$ cat config.mk
export PLATFORM = sky130hd
export DESIGN_NAME = keyed_watchdog
export DESIGN_NICKNAME = d
export VERILOG_FILES = /design/src/rtl/wdt_pkg.sv /design/src/rtl/wdt_keyseq.sv /design/src/rtl/wdt_period_sel.sv /design/src/rtl/keyed_watchdog.sv
export SDC_FILE = /design/constraint.sdc
export NUM_CORES = 1
export LEC_CHECK = 0
export BUFFER_PORTS_ARGS = -buffer_cell sky130_fd_sc_hd__buf_2
export CORE_MARGIN = 2
export CORE_UTILIZATION = 40
export DETAILED_ROUTE_END_ITERATION = 10
export GPL_TIMING_DRIVEN = 0
export HOLD_SLACK_MARGIN = 0.1
export PLACE_DENSITY = 0.64
export SLEW_MARGIN = 20
export SYNTH_ARGS = -nofsm -noshare
export SYNTH_HDL_FRONTEND = slang
export SYNTH_SLANG_ARGS = --single-unit
$ cat constraint.sdc
create_clock -name clk -period 4.3 [get_ports clk]
set_input_delay 0.86 -clock clk [delete_from_list [all_inputs] [get_ports clk]]
set_output_delay 0.86 -clock clk [all_outputs]
set_load 0.01 [all_outputs]
$ cat src/rtl/wdt_pkg.sv
package wdt_pkg;

    localparam int DATA_W = 16;
    localparam int CNT_W  = 32;
    localparam int CODE_W = 8;

    localparam logic [DATA_W-1:0] KEY_LOAD_A = 16'h3333;
    localparam logic [DATA_W-1:0] KEY_LOAD_B = 16'hCCCC;
    localparam logic [DATA_W-1:0] KEY_FEED_A = 16'hAAAA;
    localparam logic [DATA_W-1:0] KEY_FEED_B = 16'h5555;

    localparam logic [1:0] ADDR_CTRL   = 2'd0;
    localparam logic [1:0] ADDR_CNT_LO = 2'd1;
    localparam logic [1:0] ADDR_CNT_HI = 2'd2;

    typedef enum logic [1:0] {
        SEQ_IDLE,
        SEQ_LOAD1,
        SEQ_LOAD2,
        SEQ_FEED1
    } seq_e;

    typedef struct packed {
        logic              en;
        logic              rst_mode;
        logic              zero13;
        logic              flag;
        logic [3:0]        zero_mid;
        logic [CODE_W-1:0] code;
    } ctrl_t;

endpackage

$ cat src/rtl/wdt_keyseq.sv
module wdt_keyseq
    import wdt_pkg::*;
(
    input  logic              clk,
    input  logic              rst_n,
    input  logic              wr_ctrl,
    input  logic [DATA_W-1:0] wdata,
    output logic              load_pulse,
    output logic              feed_pulse
);

    seq_e seq_d, seq_q;

    // A word is judged as a fresh first key whenever the pending sequence breaks
    function automatic seq_e first_key(input logic [DATA_W-1:0] w);
        if (w == KEY_LOAD_A)      return SEQ_LOAD1;
        else if (w == KEY_FEED_A) return SEQ_FEED1;
        else                      return SEQ_IDLE;
    endfunction

    always_comb begin
        seq_d      = seq_q;
        load_pulse = 1'b0;
        feed_pulse = 1'b0;
        if (wr_ctrl) begin
            unique case (seq_q)
                SEQ_LOAD2: begin
                    load_pulse = 1'b1;
                    seq_d      = SEQ_IDLE;
                end
                SEQ_LOAD1: begin
                    if (wdata == KEY_LOAD_B) seq_d = SEQ_LOAD2;
                    else                     seq_d = first_key(wdata);
                end
                SEQ_FEED1: begin
                    if (wdata == KEY_FEED_B) begin
                        feed_pulse = 1'b1;
                        seq_d      = SEQ_IDLE;
                    end else begin
                        seq_d = first_key(wdata);
                    end
                end
                default: seq_d = first_key(wdata);
            endcase
        end
    end

    always_ff @(posedge clk or negedge rst_n) begin
        if (!rst_n) seq_q <= SEQ_IDLE;
        else        seq_q <= seq_d;
    end

    // one written word completes at most one sequence
    a_r5_one_action: assert property (@(posedge clk) disable iff (!rst_n)
        !(load_pulse && feed_pulse));

endmodule

$ cat src/rtl/wdt_period_sel.sv
module wdt_period_sel
    import wdt_pkg::*;
#(
    parameter int unsigned SHORT_TICKS = 1,
    parameter int unsigned BASE_TICKS  = 1000
) (
    input  logic [CODE_W-1:0] code,
    output logic [CNT_W-1:0]  limit,
    output logic              limit_ok
);

    logic [CNT_W-1:0] cand [CODE_W];

    generate
        for (genvar i = 0; i < CODE_W; i++) begin : g_cand
            if (i == 0) begin : g_short
                assign cand[i] = code[i] ? CNT_W'(SHORT_TICKS) : '0;
            end else begin : g_long
                assign cand[i] = code[i] ? (CNT_W'(BASE_TICKS) << (i - 1)) : '0;
            end
        end
    endgenerate

    always_comb begin
        limit = '0;
        for (int i = 0; i < CODE_W; i++) limit = limit | cand[i];
        limit_ok = $onehot(code);
    end

endmodule

$ cat src/rtl/keyed_watchdog.sv
module keyed_watchdog
    import wdt_pkg::*;
#(
    parameter int unsigned SHORT_TICKS = 1,
    parameter int unsigned BASE_TICKS  = 1000
) (
    input  logic        clk,
    input  logic        rst_n,
    input  logic        tick,
    input  logic        bus_wr,
    input  logic        bus_rd,
    input  logic [1:0]  bus_addr,
    input  logic [15:0] bus_wdata,
    output logic [15:0] bus_rdata,
    output logic        wdt_irq,
    output logic        wdt_sys_rst
);

    localparam int HALF_W = CNT_W / 2;

    typedef struct packed {
        ctrl_t              ctrl;
        logic [CNT_W-1:0]   cnt;
        logic               pend;
        logic [HALF_W-1:0]  hi_cap;
        logic               rst_pulse;
    } state_t;

    state_t st_d, st_q;

    logic             wr_ctrl, load, feed, tmo, lim_ok;
    logic [CNT_W-1:0] lim;

    assign wr_ctrl = bus_wr && (bus_addr == ADDR_CTRL);

    wdt_keyseq u_keyseq (
        .clk       (clk),
        .rst_n     (rst_n),
        .wr_ctrl   (wr_ctrl),
        .wdata     (bus_wdata),
        .load_pulse(load),
        .feed_pulse(feed)
    );

    wdt_period_sel #(
        .SHORT_TICKS(SHORT_TICKS),
        .BASE_TICKS (BASE_TICKS)
    ) u_period (
        .code    (st_q.ctrl.code),
        .limit   (lim),
        .limit_ok(lim_ok)
    );

    always_comb begin
        st_d           = st_q;
        st_d.rst_pulse = 1'b0;

        // Feed has priority over a timeout on the same edge
        tmo = st_q.ctrl.en && tick && !feed && lim_ok
              && ((st_q.cnt + CNT_W'(1)) == lim);

        if (load) begin
            st_d.ctrl.en       = bus_wdata[15];
            st_d.ctrl.rst_mode = bus_wdata[14];
            st_d.ctrl.zero13   = 1'b0;
            st_d.ctrl.flag     = st_q.ctrl.flag & bus_wdata[12];
            st_d.ctrl.zero_mid = '0;
            st_d.ctrl.code     = bus_wdata[CODE_W-1:0];
        end

        if (feed) st_d.pend = 1'b0;

        if (tmo) begin
            if (st_q.ctrl.rst_mode || st_q.pend) begin
                st_d.rst_pulse = 1'b1;
                st_d.pend      = 1'b0;
            end else begin
                st_d.ctrl.flag = 1'b1;
                st_d.pend      = 1'b1;
            end
        end

        if (!st_d.ctrl.en || feed || tmo)   st_d.cnt = '0;
        else if (tick && st_q.ctrl.en)      st_d.cnt = st_q.cnt + CNT_W'(1);

        if (bus_rd && bus_addr == ADDR_CNT_LO) st_d.hi_cap = st_q.cnt[CNT_W-1:HALF_W];
    end

    always_ff @(posedge clk or negedge rst_n) begin
        if (!rst_n) st_q <= '0;
        else        st_q <= st_d;
    end

    always_comb begin
        unique case (bus_addr)
            ADDR_CTRL:   bus_rdata = st_q.ctrl;
            ADDR_CNT_LO: bus_rdata = st_q.cnt[HALF_W-1:0];
            ADDR_CNT_HI: bus_rdata = st_q.hi_cap;
            default:     bus_rdata = '0;
        endcase
    end

    assign wdt_irq     = st_q.ctrl.flag;
    assign wdt_sys_rst = st_q.rst_pulse;

    // a disabled watchdog keeps its counter at zero
    a_r6_idle_zero: assert property (@(posedge clk) disable iff (!rst_n)
        !st_q.ctrl.en |-> st_q.cnt == '0);

    // reserved control bits never hold a one
    a_r2_reserved_zero: assert property (@(posedge clk) disable iff (!rst_n)
        !st_q.ctrl.zero13 && st_q.ctrl.zero_mid == '0);

    // a completed feed clears the counter and suppresses a reset
    a_r13_feed_wins: assert property (@(posedge clk) disable iff (!rst_n)
        feed |=> (st_q.cnt == '0) && !wdt_sys_rst);

    // the flag only rises after a timeout in interrupt mode
    a_r9_flag_cause: assert property (@(posedge clk) disable iff (!rst_n)
        $rose(wdt_irq) |-> !$past(st_q.ctrl.rst_mode) && st_q.cnt == '0);

endmodule

Yosys cells after proc, flatten, opt, wreduce, memory -nomap -nowiden
Cells that the tools add are included.
- equality and inequality tests: 11
- reduce and logical (&&, ||, !) cells: 14
- bitwise operators: 8
- add/subtract/negate cells: 8
- muxes and demuxes: 29
- operators with widths (operator ; count):
    OR 32 bit ; 7
    2-to-1 mux 32 bit ; 2
    one-hot mux 16 bit (3 select lines) ; 1
    adder 32 x 1 -> 32 bit (second input constant) ; 1
    == test 16 bit (second input constant) ; 2
    == test 32 bit ; 1
    2-to-1 mux 16 bit ; 2
    == test 16 x 14 -> 1 bit (second input constant) ; 1
    == test 16 x 15 -> 1 bit (second input constant) ; 1
    2-to-1 mux 15 bit ; 1
    2-to-1 mux 14 bit ; 1
    2-to-1 mux 1 bit ; 13
    2-to-1 mux 13 bit ; 1
    adder 4 bit ; 3
    2-to-1 mux 12 bit ; 1
    2-to-1 mux 11 bit ; 1
    2-to-1 mux 10 bit ; 1
    adder 1 x 1 -> 2 bit ; 4
    2-to-1 mux 2 bit ; 4
    == test 2 bit (second input constant) ; 3
    logical AND 1 bit ; 6
    one-hot mux 2 bit (3 select lines) ; 1
    == test 2 x 1 -> 1 bit (second input constant) ; 2
    == test 4 x 1 -> 1 bit (second input constant) ; 1
    other kinds (5) ; 9
- input bits: 23
- output and inout port bits: 18
- register bits after elaboration: 63
- word-level logic and storage cells: 79

Depth between registers and ports, before layout
- depth in word-level cells: 12
- depth in mapped cells: 17
- mapped depth without buffers: 16

Modules after synthesis
From an unflattened synthesis, not the netlist that was laid out.
- cell total of the unflattened synthesis: 577
- area total of the unflattened synthesis: 5123.7 µm²
- modules (own cells, without submodules) (module ; area an instance (µm²) ; times used ; cells each ; sequential area each (µm²)):
    keyed_watchdog ; 4377.9 ; 1 ; 486 ; 1526.5
    wdt_period_sel ; 493.0 ; 1 ; 66 ; 0.0
    wdt_keyseq ; 252.7 ; 1 ; 25 ; 50.0

Least setup slack after synthesis
Ideal clock, no wire load.
- kind: register to register
- start: reg st_q[57] (netlist name)
- end: reg st_q[17] (netlist name)
- required time: 4.175 ns
- path buffers: 0
- cell stages (with the launch flop): 17
- setup time: 0.125 ns
- clock period less this slack: 3.982 ns
- arrival: 3.857 ns
- path slack: 0.318 ns
- cells stage by stage: dfrtp_1 inv_1 ha_1 inv_1 fa_1 fa_1 inv_1 ha_1 fa_1 nor4_1 and3_1 nand3_1 nor4_1 and4_1 nand4_1 or2_1 mux2_4
- cells in the longest elaborated chain, start to end: 7
- elaborated cells on any way between the ends: 11
- those cells by class: add/sub: 3; eq/ne: 2; mux: 2; bitwise: 1; reduce/logical: 3
- RTL lines (element ; RTL line ; source):
    start, declared ; keyed_watchdog.sv:29 ; state_t st_d, st_q;
    start signal, assigned ; keyed_watchdog.sv:91 ; else st_q <= st_d;
    adder 1 x 1 -> 2 bit (not written as such) ; wdt_period_sel.sv:27 ; limit_ok = $onehot(code);
    adder 4 bit (not written as such) (2 in series) ; wdt_period_sel.sv:27 ;
    == test 4 x 1 -> 1 bit ; wdt_period_sel.sv:27 ;
    logical AND 1 bit ; keyed_watchdog.sv:59 ; tmo = st_q.ctrl.en && tick && !feed && lim_ok
    logical AND 1 bit * ; keyed_watchdog.sv:60 ; && ((st_q.cnt + CNT_W'(1)) == lim);
    2-to-1 mux 1 bit or nonzero test 2 bit (tied branches) ; - ;
Mark *: on every way between the ends. The rest lies on a longest branch, timed or not.
A chain may end at the register's enable or synchronous reset.

Final worst setup path
- start: reg st_q[56] (netlist name)
- end: reg st_q[33] (netlist name)
- cells in the longest elaborated chain, start to end: 8
- elaborated cells on any way between the ends: 13
- those cells by class: add/sub: 3; eq/ne: 2; mux: 2; bitwise: 2; reduce/logical: 4
- RTL lines (element ; RTL line ; source):
    adder 1 x 1 -> 2 bit (not written as such) ; wdt_period_sel.sv:27 ;
    adder 4 bit (not written as such) (2 in series) ; wdt_period_sel.sv:27 ;
    == test 4 x 1 -> 1 bit ; wdt_period_sel.sv:27 ;
    logical AND 1 bit ; keyed_watchdog.sv:59 ;
    logical AND 1 bit * ; keyed_watchdog.sv:60 ;
    logical OR 1 bit * ; keyed_watchdog.sv:83 ; if (!st_d.ctrl.en || feed || tmo) st_d.cnt = '0;
    2-to-1 mux 32 bit or nonzero test 2 bit (tied branches) ; - ;
Marked as above.

==> metrics.md <==
| Metric | Value |
|---|---|
| Setup-failing EPs final | 2 |
| Top post-synthesis cells by count | dfrtp_1, nand2_1, nor2_1 |
| Vias post-DR | 4,055 |
| Synth Flop Type | dfrtp_1 |
| PwrDens | 223 nW/um2 |
| Ant. Diodes | 0 |
| Vias per cell | 5.73 |
| CTS Sinks | 63 |
| Setup crit end kind | flop |
| CP Launch Type | flop |
| Synth Register Bits | 63 |
| Final Cell Area | 5210 um2 |
| Max VDD drop | 0.000137 V |
| Antenna violation net count after detailed routing | 0 |
| Antenna violations before repair | 0 |
| CTS root buffer | clkbuf_8 |
| Die outline height | 109 um |
| Cell count after synthesis | 499 |
| Area of the multi-input gates | 2740 um2 |
| Starting DRT DRC Count | 525 |
| Clock-pin slew on the worst setup and hold paths | 0.08 ns |
| Fin crit period | 4.31 ns |
| Final Wtd Congestion | 0.910 |
| Most common cell in the synthesized netlist | dfrtp_1 |
| Cell Area, Synth | 4450 um2 |
| Pin count of the biggest net entering global routing | 64 |
| DP Area | 4820 um2 |
| Layout cell share with drive strength beyond 1 | 23.6% |
| Hold Path Class | flop to flop |
| Worst-margin pin slew | 1.09 ns |
| Count of final hold-check violations | 0 |
| CP max FO | 5 |
| Area of the core | 10,800 um2 |
| Global route total overflow | 0 |
| H-tree levels | 3 |
| Slew HR | 26.4% |
| Max Freq | 232 MHz |
| Clock latency on the worst-skew pair | 0.35 ns |
| Ys async rst share | 100% |
| Failing checks | setup timing |
| Cell leakage power | 2.12 nW |
| Status | finished, violations left |
| Cell Rows | 38 |
| Max-slew violation count | 0 |
| Worst setup margin | -0.0133 ns |
| Total die area | 12,000 um2 |
| Final net count | 600 |
| Yosys Warn Count | 0 |
| # Max-Cap Violations | 0 |
| TritonRoute pass-1 iters | 7 |
| WL final | 12,500 um |
| DRC | 0 |
| Die width | 109 um |
| Mapped Nets | 536 |
| Vias in the first global route | 3,705 |
| Initial core utilization | 41.0% |
| Top post-synthesis cells by area | dfrtp_1, xnor2_1, nand2_1 |
| Reg area | 1580 um2 |
| Routed WL per cell | 17.7 um |
| Skew final | 0.00861 ns |
| Avg Cell Area, Syn | 8.91 um2 |
| Sequential area share after synthesis | 35.5% |
| Number of buffers created by CTS | 9 |
| Fill cells | 1,040 |
| Area delta synth->final | 17.1% |
| Synth unique cells | 60 |
| Post-synth EDFFs | 0 |
| Detailed placement HPWL | 8910 um |
| Data required time of the worst path | 4.53 ns |
| Critical path type | flop to flop |
| Cell accounting for the most synthesized area | dfrtp_1 |
| PortBufs | 39 |
| Worst EP arrival | 4.55 ns |
| I/O pins | 41 |
| TritonCTS clock tree | yes |
| Total track usage | 21.7% |
| First-pass GRT wire length | 19,600 um |
| CTS max path bufs | 2 |
| Unrepaired setup endpoints after global routing | yes |
| Fin util | 48.0% |
| Yosys top cell area share | 35.5% |
| Setup tns final | -0.0183 ns |
| Final period util | 100% |
[final timing paths]
check / start / endpoint / slack, ns / cells past startpoint
worst max register to register: st_q[56] / st_q[33] / -0.01 / 18
worst max-delay path: st_q[56] / st_q[33] / -0.01 / 18
min in group asynchronous: rst_n / st_q[45] / 0.60 / 1
max in group asynchronous: rst_n / st_q[54] / 3.12 / 1
worst min-delay path: st_q[6] / st_q[6] / 0.49 / 2
worst min register to register: st_q[6] / st_q[6] / 0.49 / 2
[per-layer routing]
| layer | global-route usage, % | routed length, um | vias up |
|---|---|---|---|
| li1 | - | - | 1887 |
| met2 | 31.4 | 5370 | 194 |
| met3 | 3.32 | 919 | 43 |
| met4 | 8.50 | 423 | 0 |
| met5 | 0 | 0 | - |
| met1 | 32.2 | 5800 | 1931 |
[repair_timing]
item,4_1_cts,5_1_grt
pin swaps,2,14
gates resized for setup,11,20
hold buffers,0,0
buffers inserted,7,6
setup endpoints to repair,16,12
cloned,0,1
[cells in the final DEF, fill, tap and decap left out, drive strengths merged, types with 2 or more instances in the layout]
cell	instances
ha	10
a211oi	2
dfrtp	63
o31ai	3
and4	3
nand2	57
nor3	18
and3	6
clkinv	4
xor2	16
buf	67
xnor3	2
nor2b	4
and2	4
a21oi	7
or3	3
xnor2	33
o41ai	2
clkbuf	27
mux2	19
nand4	14
nor2	57
o21ai	27
a22o	5
fa	4
o21bai	2
or2	3
a2111oi	2
or4	6
a211o	2
mux2i	16
nor4bb	9
nor4	15
nand3	20
inv	21
[metrics by stage]
stage	instances	power [mW]	worst slack [ns]	hold slack (ns)
2_1_floorplan	499	0.625	0.318	0.450
3_3_place_gp	678	0.659	-0.355	0.473
3_5_place_dp	678	0.660	-0.327	0.475
4_1_cts	701	1.17	0.00160	0.492
5_1_grt	708	1.20	-0.0958	0.516
6_report	708	1.16	-0.0133	0.490
[flip-flops by register name (all words and copies together), names as in the netlist]
name,count
u_keyseq.seq_q,2
wdt_sys_rst,1
wdt_irq,1
st_q,59
[logic make-up (layout without fill, tap and decap cells)]
| logic type | Yosys count | after routing | synth area share (%) |
|---|---|---|---|
| XOR/XNOR | 51 | 51 | 10.7 |
| buffers and inverters | 52 | 121 | 4.73 |
| adder cells (fa/ha/maj) | 14 | 14 | 4.62 |
| multiplexers | 35 | 35 | 8.50 |
| AO/OA/AOI/OAI | 63 | 63 | 9.60 |
| AND/OR/NAND/NOR | 221 | 221 | 26.4 |
| flip-flops | 63 | 63 | 35.5 |
[cell type report]
cell class,count,area share [%]
sequential,63,30.4
tap,140,3.36
timing repair buffer,53,5.89
clock buffer,10,2.45
buffer,31,2.64
multi-input combinational,384,52.5
clock inverter,6,1.18
inverter,21,1.51
[critical path, stage by stage (launching register included)]
cell,delay [ns]
dfrtp_2,0.43
inv_2,0.08
ha_1,0.28
inv_1,0.05
fa_2,0.34
fa_1,0.51
inv_1,0.04
ha_2,0.18
fa_1,0.45
nor4_1,0.27
and3_1,0.24
nand3_2,0.11
nor4_4,0.25
and4_1,0.22
nand4_1,0.13
buf_4,0.20
o21bai_4,0.21
buf_6,0.17
nor2_1,0.05
[power by group]
group          switching [mW]  internal, mW
Clock                   0.248         0.266
Combinational          0.0363        0.0191
Sequential          0.0000308         0.592
Total                   0.284         0.877
(Power assumes the default switching activity.)
